## src/rtl/bta_pkg.sv

```systemverilog
// Shared widths and the operand-kind encoding for the branch target unit.
package bta_pkg;
    localparam int ADDR_W  = 24;   // program counter width
    localparam int PFX_W   = 13;   // payload carried by one prefix instruction
    localparam int SHORT_W = 7;    // short immediate bits kept under a prefix
    localparam int DISP_W  = 10;   // unprefixed relative displacement width
    localparam int HI_W    = 4;    // bits taken from the first of two prefixes
    localparam int STEP    = 2;    // byte length of one instruction

    typedef enum logic [1:0] {
        K_REL_IMM = 2'd0,
        K_REL_REG = 2'd1,
        K_ABS_IMM = 2'd2,
        K_ABS_REG = 2'd3
    } br_kind_e;
endpackage

```

## src/rtl/bta_prefix_hold.sv

```systemverilog
// Prefix holding register.
// Holds up to two prefix payloads in order of arrival, plus a count.
// Assumes the caller gives the instruction strobe priority over a prefix strobe
// in the same cycle; the instruction releases everything held.
module bta_prefix_hold #(
    parameter int PFX_W = bta_pkg::PFX_W
) (
    input  logic             clk,
    input  logic             rst_n,
    input  logic             load,
    input  logic [PFX_W-1:0] imm,
    input  logic             release_all,
    output logic [1:0]       cnt,
    output logic [PFX_W-1:0] first,
    output logic [PFX_W-1:0] second
);
    // Capture payloads, slide on overflow, clear on release.
    always_ff @(posedge clk) begin
        if (!rst_n) begin
            cnt    <= 2'd0;
            first  <= '0;
            second <= '0;
        end else if (release_all) begin
            cnt    <= 2'd0;
            first  <= '0;
            second <= '0;
        end else if (load) begin
            case (cnt)
                2'd0: begin
                    first <= imm;
                    cnt   <= 2'd1;
                end
                2'd1: begin
                    second <= imm;
                    cnt    <= 2'd2;
                end
                default: begin
                    first  <= second;
                    second <= imm;
                    cnt    <= 2'd2;
                end
            endcase
        end
    end
endmodule

```

## src/rtl/bta_imm_widen.sv

```systemverilog
// Immediate widener.
// Forms the absolute immediate (zero-extended) and the relative displacement
// (sign-extended, then doubled) from the short field and the held prefixes.
// Assumes ADDR_W is at least the width of the two-prefix concatenation.
module bta_imm_widen #(
    parameter int ADDR_W  = bta_pkg::ADDR_W,
    parameter int PFX_W   = bta_pkg::PFX_W,
    parameter int SHORT_W = bta_pkg::SHORT_W,
    parameter int DISP_W  = bta_pkg::DISP_W,
    parameter int HI_W    = bta_pkg::HI_W
) (
    input  logic [1:0]        cnt,
    input  logic [PFX_W-1:0]  first,
    input  logic [PFX_W-1:0]  second,
    input  logic [DISP_W-1:0] short_imm,
    output logic [ADDR_W-1:0] abs_val,
    output logic [ADDR_W-1:0] rel_disp
);
    localparam int W1 = PFX_W + SHORT_W;
    localparam int W2 = HI_W + PFX_W + SHORT_W;

    logic [SHORT_W-1:0] low;
    logic [W1-1:0]      one_w;
    logic [W2-1:0]      two_w;
    logic [ADDR_W-1:0]  rel_raw;

    // Assemble the one- and two-prefix concatenations.
    always_comb begin
        low   = short_imm[SHORT_W-1:0];
        one_w = {first, low};
        two_w = {first[HI_W-1:0], second, low};
    end

    // Select the widened forms by the number of prefixes held.
    always_comb begin
        case (cnt)
            2'd0: begin
                abs_val = ADDR_W'(low);
                rel_raw = ADDR_W'($signed(short_imm));
            end
            2'd1: begin
                abs_val = ADDR_W'(one_w);
                rel_raw = ADDR_W'($signed(one_w));
            end
            default: begin
                abs_val = ADDR_W'(two_w);
                rel_raw = ADDR_W'($signed(two_w));
            end
        endcase
        rel_disp = rel_raw << 1;
    end
endmodule

```

## src/rtl/bta_target_calc.sv

```systemverilog
// Target calculator.
// Adds the relative displacement to the next-instruction address, or passes
// an absolute value, then clears bit 0. The sum wraps at the address width.
module bta_target_calc #(
    parameter int ADDR_W = bta_pkg::ADDR_W,
    parameter int STEP   = bta_pkg::STEP
) (
    input  bta_pkg::br_kind_e kind,
    input  logic [ADDR_W-1:0] pc,
    input  logic [ADDR_W-1:0] reg_val,
    input  logic [ADDR_W-1:0] abs_val,
    input  logic [ADDR_W-1:0] rel_disp,
    output logic [ADDR_W-1:0] target
);
    logic [ADDR_W-1:0] next_pc;
    logic [ADDR_W-1:0] raw;

    // Choose the operand and form the unaligned address.
    always_comb begin
        next_pc = pc + ADDR_W'(STEP);
        case (kind)
            bta_pkg::K_REL_IMM: raw = next_pc + rel_disp;
            bta_pkg::K_REL_REG: raw = next_pc + reg_val;
            bta_pkg::K_ABS_IMM: raw = abs_val;
            default:            raw = reg_val;
        endcase
    end

    // Force even alignment.
    always_comb begin
        target = {raw[ADDR_W-1:1], 1'b0};
    end
endmodule

```

## src/rtl/bta_top.sv

```systemverilog
// Branch target address generator, top level.
// Holds the prefix payloads, widens the short immediate, computes the target
// and registers it one cycle after the instruction strobe.
// Assumes prefix instructions reach it before the branch they extend.
module bta_top #(
    parameter int ADDR_W = bta_pkg::ADDR_W,
    parameter int PFX_W  = bta_pkg::PFX_W,
    parameter int DISP_W = bta_pkg::DISP_W
) (
    input  logic              clk,
    input  logic              rst_n,
    input  logic              pfx_load,
    input  logic [PFX_W-1:0]  pfx_imm,
    input  logic              br_valid,
    input  logic [1:0]        br_kind,
    input  logic [DISP_W-1:0] br_imm,
    input  logic [ADDR_W-1:0] reg_val,
    input  logic [ADDR_W-1:0] pc,
    output logic              tgt_valid,
    output logic [ADDR_W-1:0] tgt_addr
);
    logic [1:0]        pfx_cnt;
    logic [PFX_W-1:0]  pfx_first;
    logic [PFX_W-1:0]  pfx_second;
    logic [ADDR_W-1:0] abs_val;
    logic [ADDR_W-1:0] rel_disp;
    logic [ADDR_W-1:0] target;

    bta_prefix_hold #(.PFX_W(PFX_W)) u_hold (
        .clk         (clk),
        .rst_n       (rst_n),
        .load        (pfx_load),
        .imm         (pfx_imm),
        .release_all (br_valid),
        .cnt         (pfx_cnt),
        .first       (pfx_first),
        .second      (pfx_second)
    );

    bta_imm_widen #(.ADDR_W(ADDR_W), .PFX_W(PFX_W), .DISP_W(DISP_W)) u_widen (
        .cnt       (pfx_cnt),
        .first     (pfx_first),
        .second    (pfx_second),
        .short_imm (br_imm),
        .abs_val   (abs_val),
        .rel_disp  (rel_disp)
    );

    bta_target_calc #(.ADDR_W(ADDR_W)) u_calc (
        .kind     (bta_pkg::br_kind_e'(br_kind)),
        .pc       (pc),
        .reg_val  (reg_val),
        .abs_val  (abs_val),
        .rel_disp (rel_disp),
        .target   (target)
    );

    // Register the target on an instruction strobe; hold it otherwise.
    always_ff @(posedge clk) begin
        if (!rst_n) begin
            tgt_valid <= 1'b0;
            tgt_addr  <= '0;
        end else begin
            tgt_valid <= br_valid;
            if (br_valid) begin
                tgt_addr <= target;
            end
        end
    end
endmodule

```

## config.mk

```make
export PLATFORM = sky130hd
export DESIGN_NAME = bta_top
export DESIGN_NICKNAME = d
export VERILOG_FILES = /design/src/rtl/bta_pkg.sv /design/src/rtl/bta_prefix_hold.sv /design/src/rtl/bta_imm_widen.sv /design/src/rtl/bta_target_calc.sv /design/src/rtl/bta_top.sv
export SDC_FILE = /design/constraint.sdc
export NUM_CORES = 1
export LEC_CHECK = 0
export BUFFER_PORTS_ARGS = -buffer_cell sky130_fd_sc_hd__buf_2
export CAP_MARGIN = 20
export CORE_ASPECT_RATIO = 2
export CORE_MARGIN = 2
export CORE_UTILIZATION = 42
export CTS_CLUSTER_DIAMETER = 120
export DETAILED_ROUTE_END_ITERATION = 8
export GPL_TIMING_DRIVEN = 0
export PLACE_DENSITY = 0.65
export SLEW_MARGIN = 20
export SYNTH_ARGS = -nofsm -noshare
export SYNTH_HDL_FRONTEND = slang
export SYNTH_HIERARCHICAL = 1
export SYNTH_SLANG_ARGS = --single-unit
```

## constraint.sdc

```tcl
create_clock -name clk -period 8.7 [get_ports clk]
set_input_delay 0.87 -clock clk [delete_from_list [all_inputs] [get_ports clk]]
set_output_delay 0.87 -clock clk [all_outputs]
set_load 0.02 [all_outputs]
```

### Yosys cells after proc, flatten, opt, wreduce, memory -nomap -nowiden

Index checks and enable logic that the tools add are counted.

* register bits: 52
* ROM bits: 0
* logic and storage cells: 24
* bits in latches: 0
* memory bits (writable): 0
* memories kept: 0

* order comparisons: 0
* shifts and indexed selects: 0
* $add $sub $neg: 3
* div/mod/pow operators: 0
* reduce and logical (&&, ||, !) cells: 5
* $mul: 0
* equal/unequal tests: 3
* bitwise gates (word level): 3
* muxes and demuxes: 5

Operator list (number)
* case mux 24 bit (3 select lines): 1
* adder 24 bit: 2
* case mux 24 bit (2 select lines): 1
* case mux 23 bit (2 select lines): 1
* case mux 13 bit (2 select lines): 1
* adder 24 x 2 -> 24 bit (second input constant): 1
* equality test 2 x 1 -> 1 bit (second input constant): 2
* logical NOT 2 bit: 2
* AND reduction 2 bit: 2
* inverter 1 bit: 3
* equality test 2 bit (second input constant): 1
* two-way mux 2 bit: 1
* OR reduction 2 bit: 1

### Longest topological paths before layout

* depth after elaboration: 4
* depth in mapped cells: 15

### Hierarchy

The synthesis kept the hierarchy.

By module, submodules not included
* bta_target_calc: times used 1, cells each 380, area each 2690.1 um^2
* bta_prefix_hold: times used 1, cells each 141, area each 1114.8 um^2
* bta_top: times used 1, cells each 79, area each 955.9 um^2
* bta_imm_widen: times used 1, cells each 101, area each 625.6 um^2

### Worst setup path after synthesis

Ideal clock, no wire load.

* kind: input -> register
* from: input br_kind[1]
* to: register tgt_addr[23]
* slack: 4.780 ns
* data required time: 8.584 ns
* library setup time: 0.116 ns
* arrival: 3.804 ns
* path buffers: 3
* cell stages on the path: 14
* cells stage by stage: nand2b_1 -> buf_2 -> buf_1 -> mux2_2 -> ha_1 -> clkbuf_1 -> nand4_1 -> nor3_1 -> or2b_1 -> o211ai_4 -> nor4_1 -> or4b_1 -> mux2i_1 -> nor2b_1

* cells in the longest elaborated chain, start to end: 2
* elaborated cells on any way between the ends: 4

Ends and longest elaborated chain
* from (decl): RTL line bta_top.sv:15 `input logic [1:0] br_kind,`
* equality test 2 bit, or another cell as far along: RTL line bta_target_calc.sv:21 `case (kind)`
* case mux 24 bit (3 select lines) (*): RTL line bta_target_calc.sv:21
* via target[23]: RTL line bta_top.sv:27 `logic [ADDR_W-1:0] target;`
* to (signal assigned): RTL line bta_top.sv:66 `tgt_addr <= target;`
* to (decl): RTL line bta_top.sv:20 `output logic [ADDR_W-1:0] tgt_addr`

Mark *: on every way through the listed nets, which the timed path passes. The rest lies on a longest branch.
A chain may end at the register's enable or synchronous reset.

### Worst setup path in the final report

Ends and elaborated chain as after synthesis.

==> results.txt <==
- In this run the horizontal extent of the chip is 84.02 um.
- Detailed routing inserted a total of around 5500 vias.
- Cts hold-fix bufs: 0
- Layout cell share with drive strength beyond 1: 21.85%
- In this run the clock root is driven by a sky130_fd_sc_hd__clkbuf_16.
- Worst Path Required: 8.89 ns
- In this run the count of I/O pins placed on the die edge is 102.
* Register-to-register setup slack: 4.67 ns
* Final std cells w/o fill: 951
- After the first detailed-routing iteration, the DRC count stood at between 300 and 400.
- Final setup violation count: 0
- IR analysis of the VDD net gives a maximum drop of between 90 and 100 uV.
* Clock Sink Count: 53
- Leading cell type in the layout, fill and taps excluded: sky130_fd_sc_hd__nand2_1
* Area of the die: 13780 um^2
* Met3 layer wire length in the routed design: 637 um
- DRC viols: 0
* Pin count of the biggest net entering global routing: 16
* Endpoint of the most critical register-to-register path: tgt_addr[23]
- Synthesis produced a netlist with a net count of 802.
- For the worst-skew pair, the clock arrives at the later sink with an insertion delay of 0.30 ns.
- Wire length of the first global-routing pass: between 20000 and 30000 um
* Maximum fanout along the worst path: 10
- Sw frac: a little under two fifths
* Wire length on met1: 6112 um
- Unrepaired setup endpoints after global routing: false
- The slowest stage of the critical path belongs to the cell sky130_fd_sc_hd__buf_1.
- Netlist Area Pre-Place: between 5000 and 6000 um^2
- Startpoint types: input port
* Gate count after technology mapping: 700
* Endpoint arrival time on the critical path: about 5 ns
- Uppermost routed layer: met4
- In this run, post-CTS repair resized a total of 0 instances.
- # nets final: around 900
- The core region is ~13000 um^2.
- Fraction of power consumed by sequential logic: ~33%
- The most numerous cell type found on the critical path is sky130_fd_sc_hd__buf_2.
- The total count of max-transition violations in the final report is 0.
- Final critical path time including I/O delays and setup: around 4.7 ns
* Crit Path Class: input port to flip-flop
- In this run the core area contains 58 standard-cell rows.
- Number of H-tree levels: 2
* Run status: completed
- The number of global-route vias before repair came to about 5600.
- Starting Density: approximately 43%
- The startpoint identified for the worst register-to-register timing path is u_hold/cnt[1].
- In the final timing run, aggregate negative setup slack is 0 ns.
- Part of the power in combinational logic: around two fifths
* Sum of routed wire length over all layers: 18010 um
* Peak clock frequency supported by timing: 210.6 MHz
- In this run the power density over the cells is 132.6 nW/um^2.
- The repair_antennas step left the layout with diodes totalling 0.
- Across the run, the number of max-cap violations was 0.
- The worst register-to-register path has a depth of 14.
* Ratio of final minimum period to clock period: 54.59%
- Buffers inserted during clock tree synthesis total 5.
- Critical Path End: tgt_addr[23]
* Buffers from clock root to sink, at most: 2
* Layout overhead on the synthesized area: 15.07%
- Element type at the critical path end: flip-flop
- Cell-by-cell trace of the critical path: buf_2 > nand2b_1 > buf_2 > buf_1 > mux2_2 > ha_1 > clkbuf_1 > nand4_1 > nor3_1 > or2b_1 > o211ai_4 > nor4_1 > or4b_1 > mux2i_1 > nor2b_1
* Net Sw Power: slightly above 300 uW
- A synthesized cell averages 7.684 um^2.
- Placed wire-length estimate after detailed placement: approximately 15000 um
- Initial antenna violation count: 0
- Port buffering added just over 90 buffers.
* Warnings, synthesis: 6
- Path type of the worst min-delay path: flip-flop to flip-flop
- Across every metal layer, demand over resource in global routing totals between 20% and 30%.
- Post-CTS Repair Setup Buffers: 0
- In the routed layout, each cell is associated on average with a via count of 5.764.
* Post-Route Hold Slack: 0.4776 ns
- From bottom edge to top edge, the die measures roughly 160 um.
- GRT Residual Overflow: 0
* WL met2: about 10000 um
* Placed cell count: between 900 and 1000
- Internal power comes to ~520 uW.
- On the final layout, the worst clock skew is 0.008728 ns.
* Router iterations before antenna repair: 5
- Clock-pin slew was measured on the worst setup and hold paths at about 0.070 ns.
- Number of failing hold endpoints at the final stage: 0
- For the pin with the worst max-slew slack, the measured transition is slightly below 0.8 ns.
- Post-DRT Antenna Nets: 0
* Critical Path Max Stage Delay: about 0.64 ns
* Worst setup path startpoint: br_kind[1]
- Summed over all cells, the static leakage comes to about 2.6 nW.
* Power share of the clock group: between 20% and 30%
* Slew HR: between 40% and 50%
- TritonCTS built the clock tree.
* Final weighted congestion in routability-driven placement: 0.9755
- In the final routed layout, each cell accounts on average for 18.93 um.
- PnR Total Power: 820.7 uW
- The top cell types in the final layout, fill and taps aside, are sky130_fd_sc_hd__nand2_1, sky130_fd_sc_hd__buf_2, sky130_fd_sc_hd__mux2i_1.
worst max-delay path: cells and delay by family:
family	cells	cell delay [ns]
compound gates	1	0.12
mux	2	0.58
fa+ha+maj	1	0.28
buf+inv	4	1.37
simple gates	7	1.70
power groups by stage:
stage	combinational [mW]	clock, mW	sequential, mW
floorplan	0.222	0	0.284
global placement	0.328	0	0.272
detailed placement	0.333	0	0.273
CTS	0.335	0.222	0.267
global route	0.369	0.229	0.269
finish	0.339	0.215	0.267
state kept, by name (all words and copies together) (netlist names):
name and cells:
u_hold/first 13, tgt_addr 24, u_hold/cnt 2, u_hold/second 13
tgt_valid 1
per-stage QoR:
stage / utilization [%] / setup slack [ns] / instance area (um^2)
final: 49.30 / 3.951 / 6190
after global routing: 49.30 / 3.920 / 6190
after CTS: 49.30 / 4.029 / 6190
after detailed placement: 48.05 / 3.731 / 6032
after global placement: 48.05 / 3.786 / 6032
after floorplan: - / 4.780 / 5379
final cells by class:
type / instances / area (um^2)
Sequential cell: 53 / 1061
Inverter: 10 / 37.54
Fill cell: 1263 / 6365
Buffer: 58 / 379.1
Clock buffer: 7 / 152.6
Timing Repair Buffer: 93 / 465.4
Tap cell: 150 / 187.7
Clock inverter: 1 / 5.005
Multi-Input combinational cell: 579 / 3901
routing by layer:
layer | track usage [%] | vias up
li1 | - | 2682
met1 | 24.08 | 2546
met2 | 51.41 | 188
met3 | 2.663 | 66
met4 | 17.52 | 0
met5 | 0 | -
how the worst min path moves through the flow:
stage	slack, ns	from	to	cells after the start
after floorplan	0.45	u_hold/second[0]	u_hold/second[0]	2
after global placement	0.46	u_hold/second[6]	u_hold/second[6]	2
after detailed placement	0.47	u_hold/second[5]	u_hold/second[5]	2
after CTS	0.48	u_hold/second[5]	u_hold/second[5]	2
after global routing	0.50	u_hold/second[5]	u_hold/second[5]	2
final	0.48	u_hold/second[5]	u_hold/second[5]	2
Power figures use the tool's default switching activity.
